===== config.mk =====
export PLATFORM = sky130hd
export DESIGN_NAME = eeprom_boot_loader
export DESIGN_NICKNAME = d
export VERILOG_FILES = /design/src/rtl/eeprom_boot_pkg.sv /design/src/rtl/eeprom_boot_dp.sv /design/src/rtl/eeprom_boot_ctrl.sv /design/src/rtl/eeprom_boot_loader.sv
export SDC_FILE = /design/constraint.sdc
export NUM_CORES = 1
export LEC_CHECK = 0
export ABC_CLOCK_PERIOD_IN_PS = 2750
export BUFFER_PORTS_ARGS = -buffer_cell sky130_fd_sc_hd__buf_2
export CAP_MARGIN = 20
export CORE_AREA = 2 2 90 92
export DETAILED_ROUTE_END_ITERATION = 10
export DIE_AREA = 0 0 92 94
export PLACE_DENSITY = 0.7
export SKIP_CTS_REPAIR_TIMING = 1
export SYNTH_ARGS = -nofsm -noshare
export SYNTH_HDL_FRONTEND = slang
export SYNTH_SLANG_ARGS = --single-unit

===== constraint.sdc =====
create_clock -name clk -period 2.75 [get_ports clk]
set_clock_uncertainty 0.05 [all_clocks]
set_input_delay 0.1375 -clock clk [delete_from_list [all_inputs] [get_ports clk]]
set_output_delay 0.1375 -clock clk [all_outputs]
set_load 0.03 [all_outputs]

===== src/rtl/eeprom_boot_pkg.sv =====
package eeprom_boot_pkg;
  localparam int ADDR_W = 16;
  localparam logic [6:0] DEV_ID = 7'h50;

  typedef enum logic [1:0] {OP_START, OP_STOP, OP_WRITE, OP_READ} busOp_e;

  typedef struct packed {
    logic   go;
    busOp_e op;
    logic [7:0] txByte;
    logic   nackLast;
    logic   useLarge;
  } busCmd_t;
endpackage


===== src/rtl/eeprom_boot_dp.sv =====
module eeprom_boot_dp
  import eeprom_boot_pkg::*;
#(
  parameter int QUARTER = 125
) (
  input  logic       clk,
  input  logic       rstN,
  input  busCmd_t    cmd,
  input  logic       pinAIn,
  input  logic       pinBIn,
  output logic       pinAOe,
  output logic       pinBOe,
  output logic       opDone,
  output logic       ackSeen,
  output logic [7:0] rxByte
);
  localparam int DIV_W = (QUARTER > 1) ? $clog2(QUARTER) : 1;

  logic [DIV_W-1:0] divCnt;
  logic       busy, tick;
  busOp_e     curOp;
  logic [1:0] phase;
  logic [3:0] bitCnt;
  logic [7:0] shiftReg;
  logic       nackReg, ackReg;
  logic       sclLvl, sdaLvl, nextScl, nextSda;
  logic [1:0] syncA, syncB;
  logic       sdaIn;

  assign tick  = busy && (divCnt == DIV_W'(QUARTER - 1));
  assign sdaIn = cmd.useLarge ? syncA[1] : syncB[1];

  // Line levels for the current quarter of the current bit
  always_comb begin
    nextScl = sclLvl;
    nextSda = sdaLvl;
    unique case (curOp)
      OP_START: begin
        nextSda = (phase < 2'd2);
        nextScl = (phase == 2'd0) ? sclLvl : (phase != 2'd3);
      end
      OP_STOP: begin
        nextSda = (phase >= 2'd2);
        nextScl = (phase != 2'd0);
      end
      OP_WRITE: begin
        nextSda = (bitCnt == 4'd8) ? 1'b1 : shiftReg[7];
        nextScl = (phase == 2'd1) || (phase == 2'd2);
      end
      OP_READ: begin
        nextSda = (bitCnt == 4'd8) ? nackReg : 1'b1;
        nextScl = (phase == 2'd1) || (phase == 2'd2);
      end
      default: ;
    endcase
  end

  always_ff @(posedge clk) begin
    if (!rstN) begin
      divCnt <= '0; busy <= 1'b0; curOp <= OP_START; phase <= '0;
      bitCnt <= '0; shiftReg <= '0; nackReg <= 1'b0; ackReg <= 1'b1;
      sclLvl <= 1'b1; sdaLvl <= 1'b1; opDone <= 1'b0;
      syncA <= 2'b11; syncB <= 2'b11;
    end else begin
      syncA  <= {syncA[0], pinAIn};
      syncB  <= {syncB[0], pinBIn};
      opDone <= 1'b0;
      divCnt <= (!busy || tick) ? '0 : divCnt + 1'b1;
      if (busy) begin
        sclLvl <= nextScl;
        sdaLvl <= nextSda;
      end
      if (cmd.go && !busy) begin
        busy     <= 1'b1;
        curOp    <= cmd.op;
        phase    <= '0;
        bitCnt   <= '0;
        shiftReg <= cmd.txByte;
        nackReg  <= cmd.nackLast;
      end else if (tick) begin
        phase <= phase + 2'd1;
        if (phase == 2'd1) begin
          if (curOp == OP_WRITE && bitCnt == 4'd8) ackReg <= sdaIn;
          if (curOp == OP_READ && bitCnt != 4'd8) shiftReg <= {shiftReg[6:0], sdaIn};
        end
        if (phase == 2'd3) begin
          if (curOp == OP_WRITE && bitCnt != 4'd8) shiftReg <= {shiftReg[6:0], 1'b0};
          if (curOp == OP_START || curOp == OP_STOP || bitCnt == 4'd8) begin
            busy   <= 1'b0;
            opDone <= 1'b1;
          end else begin
            bitCnt <= bitCnt + 4'd1;
          end
        end
      end
    end
  end

  assign pinAOe  = cmd.useLarge ? ~sdaLvl : ~sclLvl;
  assign pinBOe  = cmd.useLarge ? ~sclLvl : ~sdaLvl;
  assign ackSeen = ~ackReg;
  assign rxByte  = shiftReg;
endmodule


===== src/rtl/eeprom_boot_ctrl.sv =====
module eeprom_boot_ctrl
  import eeprom_boot_pkg::*;
#(
  parameter int LOAD_BYTES = 256
) (
  input  logic              clk,
  input  logic              rstN,
  input  logic              opDone,
  input  logic              ackSeen,
  input  logic [7:0]        rxByte,
  output busCmd_t           cmd,
  output logic              memWe,
  output logic [ADDR_W-1:0] memAddr,
  output logic [7:0]        memData,
  output logic              done,
  output logic              error,
  output logic              sizeLarge
);
  typedef enum logic [3:0] {
    S_PRB_START, S_PRB_DEV, S_PRB_STOP, S_ALT_START, S_ALT_DEV,
    S_ADDR_HI, S_ADDR_LO, S_RE_START, S_RD_DEV, S_RD_BYTE,
    S_FIN_STOP, S_ERR_STOP, S_DONE, S_ERROR
  } state_e;

  state_e state;
  logic   issued, useLarge, lastByte;
  logic [ADDR_W-1:0] cnt;

  assign lastByte = (cnt == ADDR_W'(LOAD_BYTES - 1));

  always_comb begin
    cmd.go       = !issued && (state != S_DONE) && (state != S_ERROR);
    cmd.useLarge = useLarge;
    cmd.nackLast = lastByte;
    cmd.txByte   = 8'h00;
    cmd.op       = OP_START;
    unique case (state)
      S_PRB_STOP, S_FIN_STOP, S_ERR_STOP: cmd.op = OP_STOP;
      S_PRB_DEV, S_ALT_DEV: begin cmd.op = OP_WRITE; cmd.txByte = {DEV_ID, 1'b0}; end
      S_ADDR_HI, S_ADDR_LO: cmd.op = OP_WRITE;
      S_RD_DEV:  begin cmd.op = OP_WRITE; cmd.txByte = {DEV_ID, 1'b1}; end
      S_RD_BYTE: cmd.op = OP_READ;
      default:   cmd.op = OP_START;
    endcase
  end

  always_ff @(posedge clk) begin
    if (!rstN) begin
      state <= S_PRB_START; issued <= 1'b0; useLarge <= 1'b1;
      cnt <= '0; memWe <= 1'b0; memAddr <= '0; memData <= '0;
    end else begin
      memWe <= 1'b0;
      if (cmd.go) issued <= 1'b1;
      if (opDone) begin
        issued <= 1'b0;
        unique case (state)
          S_PRB_START: state <= S_PRB_DEV;
          S_PRB_DEV:   state <= ackSeen ? S_ADDR_HI : S_PRB_STOP;
          S_PRB_STOP:  begin useLarge <= 1'b0; state <= S_ALT_START; end
          S_ALT_START: state <= S_ALT_DEV;
          S_ALT_DEV:   state <= ackSeen ? S_ADDR_LO : S_ERR_STOP;
          S_ADDR_HI:   state <= ackSeen ? S_ADDR_LO : S_ERR_STOP;
          S_ADDR_LO:   state <= ackSeen ? S_RE_START : S_ERR_STOP;
          S_RE_START:  state <= S_RD_DEV;
          S_RD_DEV:    state <= ackSeen ? S_RD_BYTE : S_ERR_STOP;
          S_RD_BYTE: begin
            memWe   <= 1'b1;
            memAddr <= cnt;
            memData <= rxByte;
            if (lastByte) state <= S_FIN_STOP;
            else          cnt   <= cnt + 1'b1;
          end
          S_FIN_STOP:  state <= S_DONE;
          S_ERR_STOP:  state <= S_ERROR;
          default:     state <= state;
        endcase
      end
    end
  end

  assign done      = (state == S_DONE);
  assign error     = (state == S_ERROR);
  assign sizeLarge = useLarge;
endmodule


===== src/rtl/eeprom_boot_loader.sv =====
module eeprom_boot_loader
  import eeprom_boot_pkg::*;
#(
  parameter int SYS_CLK_HZ = 50_000_000,
  parameter int SCL_HZ     = 100_000,
  parameter int LOAD_BYTES = 256
) (
  input  logic        clk,
  input  logic        rstN,
  input  logic        pinAIn,
  input  logic        pinBIn,
  output logic        pinAOe,
  output logic        pinBOe,
  output logic        memWe,
  output logic [15:0] memAddr,
  output logic [7:0]  memData,
  output logic        done,
  output logic        error,
  output logic        sizeLarge
);
  localparam int QUARTER = SYS_CLK_HZ / (4 * SCL_HZ);

  busCmd_t    cmd;
  logic       opDone, ackSeen;
  logic [7:0] rxByte;

  eeprom_boot_ctrl #(.LOAD_BYTES(LOAD_BYTES)) i_ctrl (
    .clk(clk), .rstN(rstN), .opDone(opDone), .ackSeen(ackSeen), .rxByte(rxByte),
    .cmd(cmd), .memWe(memWe), .memAddr(memAddr), .memData(memData),
    .done(done), .error(error), .sizeLarge(sizeLarge)
  );

  eeprom_boot_dp #(.QUARTER(QUARTER)) i_dp (
    .clk(clk), .rstN(rstN), .cmd(cmd), .pinAIn(pinAIn), .pinBIn(pinBIn),
    .pinAOe(pinAOe), .pinBOe(pinBOe), .opDone(opDone), .ackSeen(ackSeen),
    .rxByte(rxByte)
  );
endmodule


After elaboration in Yosys (flattened, before gate mapping)
Cells that the tools add are included. Widths: inputs -> output; s select.

Flip-flop bits (word level): 80. Output and inout bits: 30.

Bitwise operators: 8. $add $sub $neg: 4. Reduce and logical (&&, ||, !) cells: 39. Multiplexer cells: 28. $lt $le $gt $ge: 2. Equal/unequal tests: 28.

Operators by type and width (count): $mux 8 (6); $pmux 4 s11 (1); $eq 4x4->1 const B (7); $add 16x1->16 const B (1); $eq 16x8->1 const B (1); $eq 4x3->1 const B (4); $pmux 8 s2 (1); $mux 1 (12); $mux 4 (3); $ne 4x4->1 const B (3); $reduce_and 3->1 (4); $reduce_or 2->1 (6); $reduce_bool 11->1 (1); $eq 2x2->1 const B (4); $eq 4x2->1 const B (2); $not 1->1 (8); $reduce_and 2->1 (4); $reduce_bool 2->1 (4); $add 7x1->7 const B (1); $eq 7x7->1 const B (1); $logic_and 1x1->1 (7); $pmux 2 s3 (1); $reduce_or 5->1 (1); $add 4x1->4 const B (1); other kinds (18) (25).

Logic depth before layout (Yosys ltp)
Word-level depth: 8. Mapped depth: 7.

Modules after synthesis
From an unflattened synthesis, not the netlist that was laid out.

Cells, all modules: 455. Area, all modules: 3766.1 µm².

Modules (own cells, without submodules): eeprom_boot_ctrl (sequential area each 940.9 µm², instances 1, cells each 275, area an instance 2189.6 µm²); eeprom_boot_dp (sequential area each 660.6 µm², instances 1, cells each 180, area an instance 1576.5 µm²).

Least setup slack after synthesis
OpenSTA, ideal clock, no wires.

Kind: flip-flop to flip-flop. Start point: reg i_dp.bitCnt[0]. End point: reg i_dp.bitCnt[3]. Cell stages (with the launch flop): 7. Data arrival time: 1862 ps. Path slack: 768 ps. Buffers on the path: 0. Required time: 2630 ps. Setup time: 70 ps. Period minus slack after synthesis: 1982 ps. Cells stage by stage: dfxtp_1 -> inv_1 -> ha_1 -> and3b_1 -> or4_4 -> or4_1 -> a21oi_1.

Cells in the longest elaborated chain, start to end: 4.

Ends and longest elaborated chain: start, declared (line eeprom_boot_dp.sv:23) `logic [3:0] bitCnt;`; start signal, assigned (line eeprom_boot_dp.sv:92) `bitCnt <= bitCnt + 4'd1;`; $eq 4x4->1 (line eeprom_boot_dp.sv:88) `if (curOp == OP_START || curOp == OP_STOP || bitCnt == 4'd8) begin`; $logic_or 1x1->1 (line eeprom_boot_dp.sv:88); $not 1->1 (no source line); $reduce_and 3->1 (no source line).

Parallel ways exist; a longest one is shown, timed or not. A chain may end at the register's enable or synchronous reset.

Worst setup path after layout
Same ends and word-level chain as after synthesis.

==> summary.txt <==
outcome: finished clean
Post-synth EDFFs: 0
Avg Synthesized Cell Area: 8.26 sq um
area of the mapped netlist: 0.00372 sq mm
ys async rst share: 0%
Initial Util: 48.9%
PwrDens: 523 mW/mm^2
total grt overflow: 0
Min Hold Slack: 77.1 ps
startpoint types: register
row count: 32
max-cap viol count: 0
DR vias: 3,258
clock latency on the worst-skew pair: 360 ps
cells along the critical path: inv_1, ha_1, and3b_1, or4_4, or4_1, a21oi_1
peak supply drop: 0.254 mV
worst hold path class: in2reg
Final Max Tran Viols: 0
Worst Path Max Fanout: 13
Fmax: 458 MHz
drt pass-1 iters: 5
Post-Synthesis Cells: 450
Chip Width: 92 um
Die H: 94 um
CP max stage delay: 580 ps
syn_nets: 463
crit share post-route: 79.5%
WL/cell: 13.7 um
Slew Limit Headroom: 55.1%
initial antenna violation count: 0
library cells used by synthesis: 49
io pins: 34
Vias/cell: 5.56
Worst Tran Pin Value: 667 ps
CP max-delay cell: or4_4
port buffer count: 33
clock root buffer: clkbuf_8
cts bufs inserted: 9
die area: 0.00865 sq mm
Synth Flop Type: dfxtp_1
Hold Fails Final Rpt: 0
sequential fraction of the synthesis area: 43.1%
Sink Count: 80
crit path capture type: register
Yosys reg bits: 80
diode count: 0
Final Routed Wirelength: 8.02 mm
P_leak: 0.00152 uW
share of layout cells above drive strength 1: 13.4%
Worst-path clk slew: 80 ps
Tmin final: 2190 ps
final antenna-violating net count: 0
RSZ-0062 raised after global routing: no
arrival time at the worst endpoint: 2430 ps
DP Wirelength: 5.45 mm
core footprint: 0.00761 sq mm
DRC violations left: 0
H-tree levels: 3
final net count: 492
first-pass GRT wire length: 13.5 mm
CP Class: reg2reg
largest net degree at the start of global routing: 39
Required @ worst endpoint: 2990 ps
area delta synth->final: 13.7%
setup_tns: 0 ps
reg-to-reg slack, setup: 560 ps
CTS max path bufs: 2
Synth Warn #: 0
CTS tree: yes
Final Wtd Congestion: 0.888
vias in the first global route: 3,010
drt first-iter violations: 244
final setup fails: 0
Global Route Usage Sum: 19.3%
==> state kept, by name, summed over array words and instances, names as in the netlist <==
signal / flops
i_dp.divCnt: 7
i_dp.busy: 1
i_ctrl.state: 4
i_dp.syncA: 2
i_ctrl.issued: 1
i_ctrl.memWe: 1
i_dp.curOp: 2
i_dp.nackReg: 1
i_dp.opDone: 1
i_dp.phase: 2
i_dp.syncB: 2
i_ctrl.sizeLarge: 1
i_ctrl.cnt: 16
i_dp.bitCnt: 4
i_dp.sclLvl: 1
i_ctrl.memAddr: 16
i_dp.sdaLvl: 1
i_dp.rxByte: 8
i_dp.ackReg: 1
i_ctrl.memData: 8
==> cell families after synthesis <==
logic type | Yosys count | synth area share [%]
simple gates | 194 | 27.1
buf+inv | 42 | 4.24
compound gates | 103 | 16.8
xor+xnor | 7 | 1.65
fa+ha+maj | 9 | 3.03
mux | 15 | 4.07
flops | 80 | 43.1
==> Yosys cell counts, drive strengths merged, types with 2 or more instances <==
cell type	number	area (sq um)
xor2	5	43.8
nand2b	21	131
and3	4	25.0
mux2i	14	140
nor4	7	50.1
a211oi	3	22.5
nand4	5	43.8
nor3	5	25.0
or2	3	18.8
or4	8	63.8
nand4b	7	61.3
nand2	78	293
a21boi	2	15.0
o41ai	4	35.0
nand3b	2	15.0
o21ai	13	65.1
nand3	24	120
a31oi	2	12.5
xnor2	2	17.5
ha	9	113
o211ai	9	67.6
o211a	2	20.0
dfxtp	80	1600
a21oi	53	265
nor2	21	78.8
and4	3	26.3
a21o	3	22.5
o31ai	6	45.0
inv	18	67.6
clkbuf	23	86.3
==> worst max-delay path: cells and delay by family, from the launching register on <==
kind | cells | cell delay, ps
and+or+nand+nor | 3 | 1270
DFF | 1 | 370
adders and majority gates | 1 | 200
AOI/OAI and AO/OA | 1 | 150
buffers and inverters | 1 | 70
==> cell usage in the layout (no fill, tap or decap), drive strengths merged, types with 4 or more instances in the layout <==
cell / count
a21oi: 53
and3: 4
buf: 39
clkbuf: 10
dfxtp: 80
ha: 9
inv: 18
mux2i: 14
nand2: 78
nand2b: 21
nand3: 24
nand4: 5
nand4b: 7
nor2: 21
nor3: 5
nor4: 7
o211ai: 9
o21ai: 13
o31ai: 6
o41ai: 4
or4: 8
xor2: 5
==> final cells by class <==
type | count | area, sq um
multi-input cells | 328 | 1970
clock buffers | 10 | 138
well taps | 102 | 128
inverters | 19 | 71.3
repair buffers | 41 | 230
flip-flops and latches | 80 | 1600
clock inverters | 6 | 92.6
fillers | 746 | 3380
==> through the flow <==
| step | setup slack, ps | utilization, % | instances | total power [uW] | area (sq um) |
|---|---|---|---|---|---|
| final | 564 | 55.6 | 586 | 2210 | 4230 |
| after global placement | 649 | 52.3 | 568 | 1250 | 3980 |
| after global routing | 428 | 55.6 | 586 | 2270 | 4230 |
| after floorplan | 768 | - | 450 | 1230 | 3720 |
| after CTS | 565 | 55.3 | 584 | 2220 | 4210 |
| after detailed placement | 589 | 52.3 | 568 | 1250 | 3980 |
==> metal layers <==
metal  GRT usage, %  routed length (um)  part of all wire, %  vias up
li1               -                   -                    -     1651
met1           23.2                3570                   45     1514
met2           33.3                3980                   50       77
met3           3.69                 294                  3.7       16
met4           8.96                 165                  2.1        0
met5              0                   0                    0        -
==> final timing paths <==
| kind | from | endpoint | cells after the start |
|---|---|---|---|
| worst min-delay path | rstN | i_ctrl.state[3]$_SDFFE_PN0P_ | 3 |
| worst max-delay path | i_dp.bitCnt[0]$_SDFFE_PP0P_ | i_dp.bitCnt[3]$_SDFFE_PP0P_ | 6 |
| worst max register to register | i_dp.bitCnt[0]$_SDFFE_PP0P_ | i_dp.bitCnt[3]$_SDFFE_PP0P_ | 6 |
| worst min register to register | i_dp.syncA[0]$_SDFF_PN1_ | i_dp.syncA[1]$_SDFF_PN1_ | 1 |
==> power breakdown <==
part	leakage, uW	total [uW]	switching [uW]	internal, uW
Combinational	0.000767	55.2	38.2	17.1
Clock	0.000109	987	449	539
Sequential	0.000646	1170	5.42	1160
Total	0.00152	2210	492	1720
Note: power is estimated with default switching activity, not from simulation.
